[config.mk]
export PLATFORM = sky130hd
export DESIGN_NAME = zs_addr_enc
export DESIGN_NICKNAME = d
export VERILOG_FILES = /design/src/rtl/zs_addr_enc.sv
export SDC_FILE = /design/constraint.sdc
export NUM_CORES = 1
export LEC_CHECK = 0
export ABC_AREA = 1
export BUFFER_PORTS_ARGS = -buffer_cell sky130_fd_sc_hd__buf_2
export CAP_MARGIN = 20
export CORE_MARGIN = 2
export CORE_UTILIZATION = 35
export DETAILED_ROUTE_END_ITERATION = 16
export SETUP_SLACK_MARGIN = 0.1
export SLEW_MARGIN = 0
export SYNTH_ARGS = -nofsm -noshare
export SYNTH_HDL_FRONTEND = slang
export SYNTH_SLANG_ARGS = --single-unit
[constraint.sdc]
create_clock -name clk -period 4.2 [get_ports clk]
set_clock_uncertainty 0.2 [all_clocks]
set_input_delay 0.21 -clock clk [delete_from_list [all_inputs] [get_ports clk]]
set_output_delay 0.21 -clock clk [all_outputs]
set_load 0.02 [all_outputs]
[src/rtl/zs_addr_enc.sv]
module zs_addr_enc #(
  parameter int CHANNELS = 128,
  parameter int DRIFT_W  = 6,
  parameter int BYTE_W   = 8
) (
  input  logic               clk,
  input  logic               rst_n,
  input  logic [BYTE_W-1:0]  link_id,
  input  logic               in_valid,
  output logic               in_ready,
  input  logic [DRIFT_W-1:0] in_drift,
  output logic               out_valid,
  input  logic               out_ready,
  output logic [BYTE_W-1:0]  out_data,
  output logic               out_last
);
  localparam int ADDR_W = $clog2(CHANNELS);
  localparam int CNT_W  = $clog2(CHANNELS + 1);

  typedef enum logic [1:0] {COLLECT, SEND_LINK, SEND_CNT, SEND_ADDR} state_t;

  state_t             st;
  logic [ADDR_W-1:0]  chan;
  logic [CNT_W-1:0]   hits;
  logic [CNT_W-1:0]   rd;
  logic [BYTE_W-1:0]  link_q;
  logic [ADDR_W-1:0]  addr_mem [CHANNELS];

  wire take  = in_valid && in_ready;
  wire give  = out_valid && out_ready;
  wire hit   = take && (in_drift != '0);
  wire final_ch = (chan == ADDR_W'(CHANNELS - 1));

  assign in_ready  = (st == COLLECT);
  assign out_valid = (st != COLLECT);

  always_comb begin
    case (st)
      SEND_LINK: out_data = link_q;
      SEND_CNT:  out_data = BYTE_W'(hits);
      SEND_ADDR: out_data = BYTE_W'(addr_mem[rd[ADDR_W-1:0]]);
      default:   out_data = '0;
    endcase
  end

  assign out_last = (st == SEND_CNT  && hits == '0) ||
                    (st == SEND_ADDR && rd == hits - 1'b1);

  always_ff @(posedge clk)
    if (hit) addr_mem[hits[ADDR_W-1:0]] <= chan;

  always_ff @(posedge clk) begin
    if (!rst_n) begin
      st     <= COLLECT;
      chan   <= '0;
      hits   <= '0;
      rd     <= '0;
      link_q <= '0;
    end else begin
      case (st)
        COLLECT: if (take) begin
          if (chan == '0) link_q <= link_id;
          if (hit) hits <= hits + 1'b1;
          chan <= chan + 1'b1;
          if (final_ch) st <= SEND_LINK;
        end
        SEND_LINK: if (give) st <= SEND_CNT;
        SEND_CNT: if (give) begin
          rd <= '0;
          if (out_last) begin
            st   <= COLLECT;
            hits <= '0;
          end else st <= SEND_ADDR;
        end
        SEND_ADDR: if (give) begin
          rd <= rd + 1'b1;
          if (out_last) begin
            st   <= COLLECT;
            hits <= '0;
          end
        end
        default: st <= COLLECT;
      endcase
    end
  end
endmodule


==> impl_metrics.env <==
export IMPL_layout_commonest_cell="nand2_1"
export IMPL_power_density_mw_per_mm2=425
export IMPL_critical_path_endpoint="out_data[3]"
export IMPL_fin_cells=4999
export IMPL_vdd_ir_drop_worst_mv=0.411
export IMPL_post_cts_buffers=0
export IMPL_ys_warn_count=0
export IMPL_core_mm2=0.111
export IMPL_yosysTopAreaCell="edfxtp_1"
export IMPL_fin_crit_sh=0.944
export IMPL_track_usage=0.176
export IMPL_die_y_um=337
export IMPL_finalHoldViolCount=0
export IMPL_grt_pass1_vias=24623
export IMPL_final_nets=3459
export IMPL_cp_data_arrival_time_ns=3.56
export IMPL_synth_area_leaders="edfxtp_1, nand3_1, nand2_1"
export IMPL_maxSlewViolCount=0
export IMPL_numPortBuffers=28
export IMPL_multi_input_area_mm2=0.00986
export IMPL_ff_latch_area_mm2=0.0277
export IMPL_syn_inst=3425
export IMPL_grt_pass1_wl_um=153000
export IMPL_clockRootBuffer="clkbuf_16"
export IMPL_grt_ovfl_total=0
export IMPL_crit_required_ns=3.79
export IMPL_period_needed_ns=3.97
export IMPL_clkTransAtPathRegs_ns=0.06
export IMPL_dieWidth_um=337
export IMPL_setup_viol=0
export IMPL_avgSynthCellArea_um2=11.4
export IMPL_firstDrtPassIters=6
export IMPL_drt_wl_total_um=101000
export IMPL_fill_cells=10523
export IMPL_hold_path_class="primary input to flip-flop"
export IMPL_initial_core_util=0.352
export IMPL_synth_area_mm2=0.0389
export IMPL_dp_cells=4799
export IMPL_num_vias=25647
export IMPL_antenna_found_initial=0
export IMPL_ys_types=39
export IMPL_io_pins=29
export IMPL_drive_gt1_frac=0.0800
export IMPL_fp_row_count=122
export IMPL_fin_tns_setup_ns=0
export IMPL_r2r_setup_slack_ns=1.00
export IMPL_synth_seq_cells=936
export IMPL_syn2layout_area_growth_pct=12.5
export IMPL_place_congestion=0.864
export IMPL_insertion_delay_ns=0.66
export IMPL_r2r_end="addr_mem[50][2]$_DFFE_PP_"
export IMPL_synth_top_area_share=0.692
export IMPL_r2r_start="st[0]$_SDFFE_PN0P_"
export IMPL_drc=0
export IMPL_slew_headroom=0.291
export IMPL_cts_sinks=936
export IMPL_status="completed"
export IMPL_cts_buffer_depth=3
export IMPL_hp_start="in_drift[0]"
export IMPL_final_cell_mix="nand2_1, edfxtp_1, nand3_1"
export IMPL_via_per_inst=5.13
export IMPL_cts_made_buffers=95
export IMPL_antenna_cells=0
export IMPL_antenna_left=0
export IMPL_rsz0062_at_grt="false"
export IMPL_grt_max_degree=183
export IMPL_max_cap_violations=0
export IMPL_fmax_mhz=252
export IMPL_cts_tree="done"
export IMPL_h_tree_depth=3
export IMPL_yosysSeqAreaShare=0.712
export IMPL_tightest_slew_ns=1.06
export IMPL_routedWlPerCell_um=20.3
export IMPL_startpoint_type="flip-flop"
export IMPL_die_area_mm2=0.114
export IMPL_rr_worst_depth=7
export IMPL_critPathMaxFanout=119
export IMPL_crit_path_end_kind="primary output"
export IMPL_leakage_nw=15.3
export IMPL_dpl_hpwl_um=58100
export IMPL_crit_type="flip-flop to primary output"
export IMPL_initialDrtViolationCount=3215
export IMPL_synth_nets=3449
[registers in the layout, summed over array words and instances, names as in the netlist, named ones only]
name	cells
addr_mem	896
chan	7
hits	8
link_q	8
rd	8
st	2
[through the flow]
stage	worst slack [ns]	util	hold WS [ns]	area, um2	total power [mW]
floorplan	0.793	-	0.148	38900	10.6
global placement	0.817	0.367	0.247	40500	10.7
detailed placement	0.821	0.367	0.248	40500	10.7
CTS	0.118	0.396	0.120	43700	18.7
global route	0.184	0.396	0.220	43800	19.1
finish	0.235	0.396	0.123	43800	18.6
[how the worst min path moves through the flow]
stage               cells past startpoint  slack, ns                     end
floorplan                               2       0.15    chan[0]$_SDFFE_PN0P_
global placement                        3       0.25  link_q[2]$_SDFFE_PN0P_
detailed placement                      3       0.25  link_q[2]$_SDFFE_PN0P_
CTS                                     7       0.12    hits[2]$_SDFFE_PN0P_
global route                            7       0.22    hits[5]$_SDFFE_PN0P_
finish                                  7       0.12    hits[4]$_SDFFE_PN0P_
[worst max-delay path, stage by stage (launching register included)]
cell	delay, ns
dfxtp_4	0.72
buf_12	0.47
nand2_1	0.10
nand3_1	0.12
nand3_1	0.12
nand3_1	0.20
nand2_1	0.19
nand2_1	0.11
nand3_1	0.12
nand3_1	0.12
nand3_1	0.19
nand2_1	0.15
buf_2	0.17
[power by group]
part           internal [mW]  switching (mW)  leakage, nW
registers               10.2          0.0231         8.37
clock network           4.53            3.55         1.42
logic                 0.0797           0.249         5.50
total                   14.8            3.82         15.3
[layout make-up]
cell class / instances / share of cell area
Multi-Input combinational cell: 2221 / 0.225
Timing Repair Buffer: 127 / 0.0258
Tap cell: 1488 / 0.0425
Clock buffer: 120 / 0.0572
Clock inverter: 53 / 0.00975
Inverter: 54 / 0.00535
Sequential cell: 936 / 0.634
[routing by layer]
layer | track usage | vias up | part of all wire
met2 | 0.277 | 945 | 0.46
met3 | 0.0252 | 171 | 0.067
li1 | - | 12044 | -
met4 | 0.0557 | 0 | 0.028
met1 | 0.253 | 12487 | 0.44
met5 | 0 | - | 0
[synthesized netlist by cell type]
| master | n |
|---|---|
| nand2_1 | 1069 |
| edfxtp_1 | 896 |
| nand3_1 | 870 |
| nor2_1 | 164 |
| buf_2 | 128 |
| inv_1 | 45 |
| dfxtp_1 | 40 |
| clkbuf_1 | 34 |
| buf_4 | 30 |
| o21ai_0 | 25 |
| nor3_1 | 16 |
| buf_1 | 15 |
| nand2_2 | 12 |
| a21oi_1 | 10 |
| xor2_1 | 9 |
| a21oi_2 | 8 |
| buf_6 | 7 |
| ha_1 | 6 |
| inv_2 | 6 |
| nor3b_1 | 5 |
| nand4_1 | 4 |
| xnor2_1 | 3 |
| inv_4 | 2 |
| nand2_4 | 2 |
| nor2_4 | 2 |
| nor2_8 | 2 |
| nor4_1 | 2 |
| o21ai_1 | 2 |
| a211oi_1 | 1 |
| a22oi_4 | 1 |
| and3_1 | 1 |
| inv_6 | 1 |
| nand2_8 | 1 |
| nand3_2 | 1 |
| nand3_4 | 1 |
| nor2_2 | 1 |
| nor3_2 | 1 |
| o21a_1 | 1 |
| xor2_2 | 1 |
[logic make-up after synthesis]
family                   Yosys count  synth area share
buffers and inverters            268            0.0345
adder cells (fa/ha/maj)            6           0.00193
AND/OR/NAND/NOR                 2154             0.241
flip-flops                       936             0.712
AO/OA/AOI/OAI                     48           0.00749
XOR/XNOR                          13           0.00312
[what timing repair did]
| action | 4_1_cts | 5_1_grt |
|---|---|---|
| gates resized for setup | 0 | 2 |
| hold endpoints to repair | 28 | 0 |
| endpoints found under the setup margin | 0 | 7 |
| hold buffers | 27 | 0 |
No activity file was read; power rests on OpenSTA's default activity.
